--- config.mk ---
export PLATFORM = sky130hd
export DESIGN_NAME = hdlc_tx_framer
export DESIGN_NICKNAME = d
export VERILOG_FILES = /design/src/rtl/hdlc_tx_pkg.sv /design/src/rtl/hdlc_fcs_gen.sv /design/src/rtl/hdlc_run_counter.sv /design/src/rtl/hdlc_tx_seq.sv /design/src/rtl/hdlc_tx_framer.sv
export SDC_FILE = /design/constraint.sdc
export NUM_CORES = 1
export LEC_CHECK = 0
export BUFFER_PORTS_ARGS = -buffer_cell sky130_fd_sc_hd__buf_2
export CELL_PAD_IN_SITES_DETAIL_PLACEMENT = 1
export CELL_PAD_IN_SITES_GLOBAL_PLACEMENT = 1
export CORE_ASPECT_RATIO = 1.4
export CORE_MARGIN = 2
export CORE_UTILIZATION = 31
export CTS_CLUSTER_DIAMETER = 150
export DETAILED_ROUTE_END_ITERATION = 10
export GPL_TIMING_DRIVEN = 0
export HOLD_SLACK_MARGIN = 0.02
export PLACE_DENSITY_LB_ADDON = 0.1
export SYNTH_ARGS = -nofsm -noshare
export SYNTH_HDL_FRONTEND = slang
export SYNTH_SLANG_ARGS = --single-unit
--- constraint.sdc ---
create_clock -name clk -period 6.4 [get_ports clk]
set_clock_uncertainty 0.1 [all_clocks]
set_input_delay 0.64 -clock clk [delete_from_list [all_inputs] [get_ports clk]]
set_output_delay 0.64 -clock clk [all_outputs]
set_load 0.01 [all_outputs]
--- src/rtl/hdlc_tx_pkg.sv ---
package hdlc_tx_pkg;

  typedef enum logic [1:0] {
    ST_FLAG  = 2'd0,
    ST_DATA  = 2'd1,
    ST_FCS   = 2'd2,
    ST_CLOSE = 2'd3
  } tx_state_e;

  localparam int unsigned FLAG_W = 8;
  localparam logic [FLAG_W-1:0] FLAG_OCTET = 8'h7E;
  localparam int unsigned CRC_W = 16;

  // one bit of a reflected CRC: feedback from bit 0, shift toward LSB
  function automatic logic [CRC_W-1:0] crc_absorb(input logic [CRC_W-1:0] crc,
                                                  input logic              b,
                                                  input logic [CRC_W-1:0] poly_rev);
    logic fb;
    fb = crc[0] ^ b;
    crc_absorb = (crc >> 1) ^ (fb ? poly_rev : '0);
  endfunction

  // emptying the register toward the line: plain shift
  function automatic logic [CRC_W-1:0] crc_drain(input logic [CRC_W-1:0] crc);
    crc_drain = crc >> 1;
  endfunction

endpackage

--- src/rtl/hdlc_fcs_gen.sv ---
module hdlc_fcs_gen
  import hdlc_tx_pkg::*;
#(
  parameter logic [CRC_W-1:0] POLY_REV = 16'h8408,
  parameter logic [CRC_W-1:0] PRESET   = 16'hFFFF
) (
  input  logic clk,
  input  logic rst,
  input  logic seed,
  input  logic absorb,
  input  logic drain,
  input  logic bit_in,
  output logic fcs_bit
);

  logic [CRC_W-1:0] crc_q;

  always_ff @(posedge clk) begin
    if (rst)         crc_q <= PRESET;
    else if (seed)   crc_q <= PRESET;
    else if (absorb) crc_q <= crc_absorb(crc_q, bit_in, POLY_REV);
    else if (drain)  crc_q <= crc_drain(crc_q);
  end

  // line carries the complement, low-order bit first
  assign fcs_bit = ~crc_q[0];

  p_seed_preset_r7: assert property (@(posedge clk) disable iff (rst)
    seed |=> (crc_q == PRESET));

  p_fcs_hold_r7: assert property (@(posedge clk) disable iff (rst)
    !(seed || absorb || drain) |=> $stable(crc_q));

  p_single_op_r7: assert property (@(posedge clk) disable iff (rst)
    $countones({seed, absorb, drain}) <= 1);

endmodule

--- src/rtl/hdlc_run_counter.sv ---
module hdlc_run_counter #(
  parameter int unsigned RUN = 5
) (
  input  logic clk,
  input  logic rst,
  input  logic step,
  input  logic clear,
  input  logic bit_in,
  output logic stuff_req
);

  localparam int unsigned CW = $clog2(RUN + 1);

  logic [CW-1:0] cnt_q;

  always_ff @(posedge clk) begin
    if (rst)                 cnt_q <= '0;
    else if (step) begin
      if (clear || !bit_in)  cnt_q <= '0;
      else                   cnt_q <= cnt_q + 1'b1;
    end
  end

  assign stuff_req = (cnt_q == CW'(RUN));

  p_run_bound_r5: assert property (@(posedge clk) disable iff (rst)
    cnt_q <= CW'(RUN));

  p_stuff_forces_zero_r5: assert property (@(posedge clk) disable iff (rst)
    (step && stuff_req) |-> (!bit_in && !clear));

  p_flag_clears_run_r6: assert property (@(posedge clk) disable iff (rst)
    (step && clear) |=> (cnt_q == '0));

endmodule

--- src/rtl/hdlc_tx_seq.sv ---
module hdlc_tx_seq
  import hdlc_tx_pkg::*;
#(
  parameter int unsigned DATA_W = 8
) (
  input  logic              clk,
  input  logic              rst,
  input  logic              bit_en,
  input  logic              in_valid,
  input  logic [DATA_W-1:0] in_data,
  input  logic              in_last,
  input  logic              stuff_req,
  input  logic              fcs_bit,
  output logic              in_ready,
  output logic              line_next,
  output logic              run_clear,
  output logic              fcs_seed,
  output logic              fcs_absorb,
  output logic              fcs_drain
);

  localparam int unsigned BW = $clog2(DATA_W);
  localparam int unsigned FW = $clog2(FLAG_W);
  localparam int unsigned CW = $clog2(CRC_W);

  tx_state_e         state_q, state_d;
  logic [FW-1:0]     fidx_q, fidx_d;
  logic [BW-1:0]     bidx_q, bidx_d;
  logic [CW-1:0]     cidx_q, cidx_d;
  logic [DATA_W-1:0] sh_q, sh_d;
  logic              last_q, last_d;

  logic take_c, seed_c, absorb_c, drain_c;

  always_comb begin
    state_d   = state_q;
    fidx_d    = fidx_q;
    bidx_d    = bidx_q;
    cidx_d    = cidx_q;
    sh_d      = sh_q;
    last_d    = last_q;
    line_next = 1'b1;
    take_c    = 1'b0;
    run_clear = 1'b0;
    seed_c    = 1'b0;
    absorb_c  = 1'b0;
    drain_c   = 1'b0;
    if (stuff_req) begin
      line_next = 1'b0;           // inserted zero; nothing advances
    end else begin
      case (state_q)
        ST_FLAG, ST_CLOSE: begin
          line_next = FLAG_OCTET[fidx_q];
          run_clear = 1'b1;
          fidx_d    = fidx_q + 1'b1;
          if (fidx_q == FW'(FLAG_W - 1)) begin
            if (state_q == ST_CLOSE) begin
              state_d = ST_FLAG;
            end else if (in_valid) begin
              state_d = ST_DATA;
              bidx_d  = '0;
              seed_c  = 1'b1;
            end
          end
        end
        ST_DATA: begin
          if (bidx_q == '0) begin
            if (in_valid) begin
              take_c    = 1'b1;
              line_next = in_data[0];
              sh_d      = in_data;
              last_d    = in_last;
              absorb_c  = 1'b1;
              bidx_d    = BW'(1);
            end else begin
              // underrun: the check sequence starts in this bit
              line_next = fcs_bit;
              drain_c   = 1'b1;
              cidx_d    = CW'(1);
              state_d   = ST_FCS;
            end
          end else begin
            line_next = sh_q[bidx_q];
            absorb_c  = 1'b1;
            bidx_d    = bidx_q + 1'b1;
            if (bidx_q == BW'(DATA_W - 1)) begin
              bidx_d = '0;
              if (last_q) begin
                state_d = ST_FCS;
                cidx_d  = '0;
              end
            end
          end
        end
        ST_FCS: begin
          line_next = fcs_bit;
          drain_c   = 1'b1;
          cidx_d    = cidx_q + 1'b1;
          if (cidx_q == CW'(CRC_W - 1)) begin
            state_d = ST_CLOSE;
            fidx_d  = '0;
          end
        end
        default: state_d = ST_FLAG;
      endcase
    end
  end

  always_ff @(posedge clk) begin
    if (rst) begin
      state_q <= ST_FLAG;
      fidx_q  <= '0;
      bidx_q  <= '0;
      cidx_q  <= '0;
      sh_q    <= '0;
      last_q  <= 1'b0;
    end else if (bit_en) begin
      state_q <= state_d;
      fidx_q  <= fidx_d;
      bidx_q  <= bidx_d;
      cidx_q  <= cidx_d;
      sh_q    <= sh_d;
      last_q  <= last_d;
    end
  end

  assign in_ready   = bit_en && take_c;
  assign fcs_seed   = bit_en && seed_c;
  assign fcs_absorb = bit_en && absorb_c;
  assign fcs_drain  = bit_en && drain_c;

  p_reset_to_idle_r1: assert property (@(posedge clk)
    rst |=> (state_q == ST_FLAG && fidx_q == '0));

  p_ready_on_strobe_r4: assert property (@(posedge clk) disable iff (rst)
    in_ready |-> bit_en);

  p_ready_data_only_r11: assert property (@(posedge clk) disable iff (rst)
    in_ready |-> (state_q == ST_DATA && !stuff_req));

  p_fcs_then_close_r8: assert property (@(posedge clk) disable iff (rst)
    (bit_en && !stuff_req && state_q == ST_FCS && cidx_q == CW'(CRC_W - 1))
      |=> (state_q == ST_CLOSE));

  p_underrun_to_fcs_r10: assert property (@(posedge clk) disable iff (rst)
    (bit_en && !stuff_req && state_q == ST_DATA && bidx_q == '0 && !in_valid)
      |=> (state_q == ST_FCS));

  p_state_hold_r12: assert property (@(posedge clk) disable iff (rst)
    !bit_en |=> $stable(state_q));

endmodule

--- src/rtl/hdlc_tx_framer.sv ---
module hdlc_tx_framer
  import hdlc_tx_pkg::*;
#(
  parameter int unsigned      DATA_W    = 8,
  parameter int unsigned      STUFF_RUN = 5,
  parameter logic [CRC_W-1:0] POLY_REV  = 16'h8408
) (
  input  logic              clk,
  input  logic              rst,
  input  logic              bit_en,
  input  logic              in_valid,
  input  logic [DATA_W-1:0] in_data,
  input  logic              in_last,
  output logic              in_ready,
  output logic              tx_bit
);

  // internal events brought out by name
  logic stuff_req;
  logic line_next;
  logic run_clear;
  logic fcs_seed, fcs_absorb, fcs_drain;
  logic fcs_bit;
  logic tx_q;

  hdlc_tx_seq #(.DATA_W(DATA_W)) u_seq (
    .clk        (clk),
    .rst        (rst),
    .bit_en     (bit_en),
    .in_valid   (in_valid),
    .in_data    (in_data),
    .in_last    (in_last),
    .stuff_req  (stuff_req),
    .fcs_bit    (fcs_bit),
    .in_ready   (in_ready),
    .line_next  (line_next),
    .run_clear  (run_clear),
    .fcs_seed   (fcs_seed),
    .fcs_absorb (fcs_absorb),
    .fcs_drain  (fcs_drain)
  );

  hdlc_run_counter #(.RUN(STUFF_RUN)) u_run (
    .clk       (clk),
    .rst       (rst),
    .step      (bit_en),
    .clear     (run_clear),
    .bit_in    (line_next),
    .stuff_req (stuff_req)
  );

  hdlc_fcs_gen #(.POLY_REV(POLY_REV), .PRESET('1)) u_fcs (
    .clk     (clk),
    .rst     (rst),
    .seed    (fcs_seed),
    .absorb  (fcs_absorb),
    .drain   (fcs_drain),
    .bit_in  (line_next),
    .fcs_bit (fcs_bit)
  );

  always_ff @(posedge clk) begin
    if (rst)         tx_q <= 1'b1;
    else if (bit_en) tx_q <= line_next;
  end

  assign tx_bit = tx_q;

  p_stuff_zero_r5: assert property (@(posedge clk) disable iff (rst)
    (bit_en && stuff_req) |=> !tx_bit);

  p_line_hold_r12: assert property (@(posedge clk) disable iff (rst)
    !bit_en |=> $stable(tx_bit));

  p_ready_bit0_r4: assert property (@(posedge clk) disable iff (rst)
    in_ready |=> (tx_bit == $past(in_data[0])));

endmodule

After elaboration in Yosys (flattened, before gate mapping) --
Memories as Yosys holds them, arrays and structs flattened. A register that Yosys moved wholly into a read port is not among the register bits. Index checks and enable logic that the tools add are counted.
Word-level totals: word-level logic and storage cells 108, memory bits (read-only) 8, output and inout port bits 2, bits in registers 41, memories 1, input port bits 13
Memories:
- (name not given) | words 8, width 1, read ports 1, clocked after memory_dff 1, write ports 0, line hdlc_tx_seq.sv:53 | line_next = FLAG_OCTET[fidx_q];
Operators by class: bitwise gates (word level) 4, reduce and logical (&&, ||, !) cells 19, muxes and demuxes 53, add/sub/neg operators 4, order comparisons 2, equality and inequality tests 16
Operator list (number):
- 2-to-1 mux 16 bit | 3
- 2-to-1 mux 3 bit | 10
- 2-to-1 mux 1 bit | 21
- 2-to-1 mux 2 bit | 8
- 2-to-1 mux 4 bit | 4
- bitwise XOR 15 x 16 -> 16 bit | 1
- case mux 3 bit (2 select lines) | 2
- adder 3 x 1 -> 3 bit, second input constant | 3
- equality test 3 bit, second input constant | 3
- less-than comparator 3 x 4 -> 1 bit, second input constant | 2
- case mux 4 bit (2 select lines) | 1
- AND reduction 8 bit | 1
- nonzero test 2 bit | 4
- AND reduction 7 bit | 1
- != test 3 x 1 -> 1 bit, second input constant | 2
- != test 3 bit, second input constant | 2
- case mux 2 bit (3 select lines) | 1
- AND reduction 6 bit | 1
- AND reduction 5 bit | 1
- adder 4 x 1 -> 4 bit, second input constant | 1
- equality test 2 bit, second input constant | 2
- equality test 4 bit, second input constant | 1
- logical AND 1 bit | 4
- != test 2 x 1 -> 1 bit, second input constant | 2
- 14 further kinds | 17

Depth between registers and ports, before layout --
depth in word-level cells 9, mapped depth 8, gate-level depth less buffers 7

By module --
Synthesis repeated with hierarchy kept, for this count alone.
Unflattened totals: cells, all modules 239, area total of the unflattened synthesis 2118.3 µm²
By module, submodules not included:
- hdlc_tx_seq | times used 1, seq. area each 440.4 µm², area an instance 1301.2 µm², cells an instance 144
- hdlc_fcs_gen | times used 1, seq. area each 320.3 µm², area an instance 606.8 µm², cells an instance 73
- hdlc_run_counter | times used 1, seq. area each 60.1 µm², area an instance 175.2 µm², cells an instance 19
- hdlc_tx_framer | times used 1, seq. area each 20.0 µm², area an instance 35.0 µm², cells an instance 3

Worst setup path after synthesis --
OpenSTA, ideal clock, no wires.
path kind in2out, start input port bit_en, end output port in_ready, arrival time 1.455 ns, path slack 4.205 ns, data required time 5.660 ns, buffers on the path 0, cell stages on the path 3, cell sequence a21boi_2 > nand4_1 > clkinv_1
Between the ends: word-level cells in the longest chain between the ends 1
Ends and longest elaborated chain:
- from (decl) | line hdlc_tx_framer.sv:10 | input logic bit_en,
- logical AND 1 bit | line hdlc_tx_seq.sv:127 | assign in_ready = bit_en && take_c;
- to (decl) | line hdlc_tx_framer.sv:14 | output logic in_ready,
No other way between the ends.

Final worst setup path --
start register u_seq.bidx_q[0], end output port in_ready
Between the ends: word-level cells in the longest chain between the ends 5
Ends and longest elaborated chain:
- from (decl) | line hdlc_tx_seq.sv:28 | logic [BW-1:0] bidx_q, bidx_d;
- from (signal assigned) | line hdlc_tx_seq.sv:120 | bidx_q <= bidx_d;
- zero test 3 bit | line hdlc_tx_seq.sv:67 | if (bidx_q == '0) begin
- 2-to-1 mux 1 bit | line hdlc_tx_seq.sv:67
- 2-to-1 mux 1 bit | line hdlc_tx_seq.sv:51 | case (state_q)
- 2-to-1 mux 1 bit | line hdlc_tx_seq.sv:48 | if (stuff_req) begin
- logical AND 1 bit | line hdlc_tx_seq.sv:127
No other way between the ends.

==> results summary <==
The overflow left after global routing is 0. The via count came out at 1844. The H-tree was split into 2 levels.

The launch point of the worst path is u_seq.bidx_q[0]$_SDFFE_PP0P_. Yosys instantiated no cell more often than sky130_fd_sc_hd__nand2_1. The post-synth net total came out at 279. The worst setup path is of the flip-flop to output port kind.

The overall power consumption came out at 0.624 mW. The tightest min-delay check is of the flip-flop to flip-flop type. After detailed routing, the number of vias per cell comes to 5.04. The library cell contributing the largest single delay on the critical path is sky130_fd_sc_hd__nand4_1. The share of synthesized area in the top cell type comes to 0.393. The clock slew seen by the registers of the worst setup and hold paths came out at 90 ps.

The buffer type at the clock tree root is sky130_fd_sc_hd__clkbuf_8. The final count of negative-setup-slack endpoints came out at 0. The final count of pins violating max slew was 0. The number of standard cells after synthesis is 254. In the final layout, the share of cells above drive strength 1 is 0.106. Counting instances in the post-synthesis netlist gives the leading cell types as sky130_fd_sc_hd__nand2_1, sky130_fd_sc_hd__dfxtp_1, sky130_fd_sc_hd__a21oi_1. For this run, the register share of the synthesized area comes to 0.393. The total core area came out at 0.00666 mm². The maximum vdd ir drop came out at 102 µV.

The routed design has 5440 µm of wire. The site row count came out at 35. The count of yosys warnings during synthesis is 0.

The final setup TNS is 0 ps. The slew at the pin with the worst max-slew slack is 736 ps. The number of clock sinks is 42. For the worst-skew pair, the clock arrives at the later sink with an insertion delay of 300 ps.

TritonCTS built the clock tree. The floorplan step defined a die boundary enclosing 0.00760 mm². Final hold analysis gives a worst-case slack of 363 ps. Each instance of the synthesized netlist takes up on average 8.43 µm².

The estimated wirelength of the detail-placed design is 3910 µm. The number of max-cap violations is 0. Counting flops and latches in the post-synthesis netlist gives 42. The netlist area before placement came out at 0.00214 mm².

The horizontal die dimension came out at 74.3 µm. From synthesis to final layout, the design area changed by 14.6%. Along the worst path, the maximum fanout reaches 10. The critical path launch point type is a flip-flop.

The count of flip-flops with a built-in enable after synthesis came out at 0. The via count of the first global-routing pass was 1960. The maximum number of pins on one net before global-route repair is 15. The detailed-route DRC error count is 0. The final number of hold-violating endpoints is 0. STA classifies the critical path endpoint as an output port.

The worst path needs 3090 ps of the cycle, external delays included. Dividing the final minimum period by the clock period gives 0.483. The normalized max-slew margin came out at 0.506. The first detailed-routing pass took 4 iterations. The initial antenna violation count was 0.

The worst hold path begins at u_seq.sh_q[1]$_SDFFE_PP0P_. The count of distinct cell types in the synthesized netlist is 49. The cell area power density is 254 mW/mm². The number of nets with antenna violations after routing came out at 0. After the last flow step, the layout net total stands at 298. For this run, the leading register cell type out of synthesis is sky130_fd_sc_hd__dfxtp_1. The post-CTS setup buffer count is 0. The critical path's largest stage delay is 470 ps. The total CTS buffers came out at 5. After detailed routing, the average wire length per cell comes to 14.9 µm. The critical path goes through inv_1 -> ha_1 -> nor2b_1 -> nand4_1 -> clkinv_1 -> buf_2. 0 antenna diodes ended up in the layout.

The congestion estimate from routability-driven global placement came to 0.774. Based on the critical path, the design can be clocked at up to 323 MHz. The flow ran to the end, and the final reports show no timing, DRC or antenna violations. Pin placement for this block handled 15 I/O pins. Setup repair after global routing left no endpoint under its margin. In this run the vertical extent of the chip is 102 µm. Data on the critical path arrives at its endpoint at 2350 ps. The total of hold buffers inserted after clock tree synthesis is 0. After synthesis, the cell types taking the most area are sky130_fd_sc_hd__dfxtp_1, sky130_fd_sc_hd__nand2_1, sky130_fd_sc_hd__ha_1. The number of DRC markers after the initial detailed-route iteration is 49. For this run, the total global-route usage over all layers was measured as 0.164. The library cell occupying the most area in the post-synthesis netlist is sky130_fd_sc_hd__dfxtp_1.

The first-pass GRT wire length is 9490 µm. The leakage dissipation is 0.954 nW. The required time of the critical path is 5660 ps. For this configuration, the core starts out at a cell density of 0.322. The post-cts repair resize count came out at 0. The clock passes through at most 2 buffers. The number of port buffers came out at 12. The worst register-to-register path begins at u_seq.state_q[0]$_SDFFE_PP0P_. The share of flip-flops with an asynchronous set or reset after synthesis is 0.
## flip-flops by register name (all words and copies together), names as in the netlist, named ones only
register,cells
u_run.cnt_q,3
u_fcs.crc_q,16
u_seq.last_q,1
tx_bit,1
u_seq.state_q,2
u_seq.fidx_q,3
u_seq.bidx_q,3
u_seq.sh_q,8
u_seq.cidx_q,4
## power breakdown
part / internal (mW) / switching (mW) / total, mW
registers: 0.271 / 0.00771 / 0.279
clock network: 0.156 / 0.104 / 0.260
logic: 0.0325 / 0.0535 / 0.0860
total: 0.460 / 0.165 / 0.624
## worst max-delay path: cells and delay by family, from the launching register on
family,cells,cell delay [ps]
adder cells (fa/ha/maj),1,210
buffers and inverters,3,650
flip-flops,1,370
AND/OR/NAND/NOR,2,830
## path summary, 6_finish.rpt
kind / endpoint / slack, ps / depth (start not counted)
worst max-delay path: in_ready / 3310 / 6
worst min-delay path: u_seq.sh_q[1]$_SDFFE_PP0P_ / 360 / 2
worst max register to register: u_fcs.crc_q[1]$_SDFFE_PP1P_ / 3870 / 8
worst min register to register: u_seq.sh_q[1]$_SDFFE_PP0P_ / 360 / 2
## cell families after synthesis
group / share of synthesized area
AO/OA/AOI/OAI: 0.221
multiplexers: 0.0736
flip-flops: 0.393
AND/OR/NAND/NOR: 0.192
adder cells (fa/ha/maj): 0.0701
buffers and inverters: 0.0514
## through the flow
stage | instances | area (µm²) | setup slack [ps] | utilization
after detailed placement | 358 | 2320 | 3380 | 0.348
final | 366 | 2450 | 3310 | 0.369
after CTS | 366 | 2450 | 3190 | 0.369
after global routing | 366 | 2450 | 3040 | 0.369
after floorplan | 254 | 2140 | 4200 | -
after global placement | 358 | 2320 | 3430 | 0.348
## layer usage
| layer | wire length [µm] | GRT usage | vias up |
|---|---|---|---|
| li1 | - | - | 930 |
| met2 | 2680 | 0.282 | 17 |
| met4 | 142 | 0.0728 | 0 |
| met5 | 0 | 0 | - |
| met1 | 2500 | 0.196 | 888 |
| met3 | 116 | 0.0296 | 9 |
## placed cells by master (no fill, tap or decap), drive strengths merged, types with 2 or more instances in the layout
cell type | Yosys | routed
a2111o | 2 | 2
a211oi | 3 | 3
a21boi | 2 | 2
a21oi | 20 | 20
a221o | 2 | 2
a2bb2oi | 2 | 2
and2 | 2 | 2
and3 | 2 | 2
buf | 4 | 16
bufinv | 0 | 2
clkbuf | 7 | 12
clkinv | 2 | 3
dfxtp | 42 | 42
ha | 12 | 12
inv | 15 | 15
mux2i | 12 | 12
nand2 | 49 | 49
nand2b | 4 | 4
nand3 | 3 | 3
nand3b | 2 | 2
nand4 | 3 | 3
nor2 | 13 | 13
nor2b | 8 | 8
nor3 | 2 | 2
o2111ai | 3 | 3
o211a | 2 | 2
o211ai | 7 | 7
o21a | 3 | 3
o21ai | 7 | 7
o22ai | 3 | 3
or3 | 2 | 2
## cell type report
class / instances / area [µm²]
flip-flops and latches: 42 / 841
fillers: 821 / 4200
well taps: 92 / 115
plain buffers: 11 / 46.3
repair buffers: 12 / 60.1
multi-input cells: 184 / 1190
inverters: 17 / 63.8
clock buffers: 5 / 68.8
clock inverters: 3 / 68.8
Note: power is estimated with default switching activity, not from simulation.
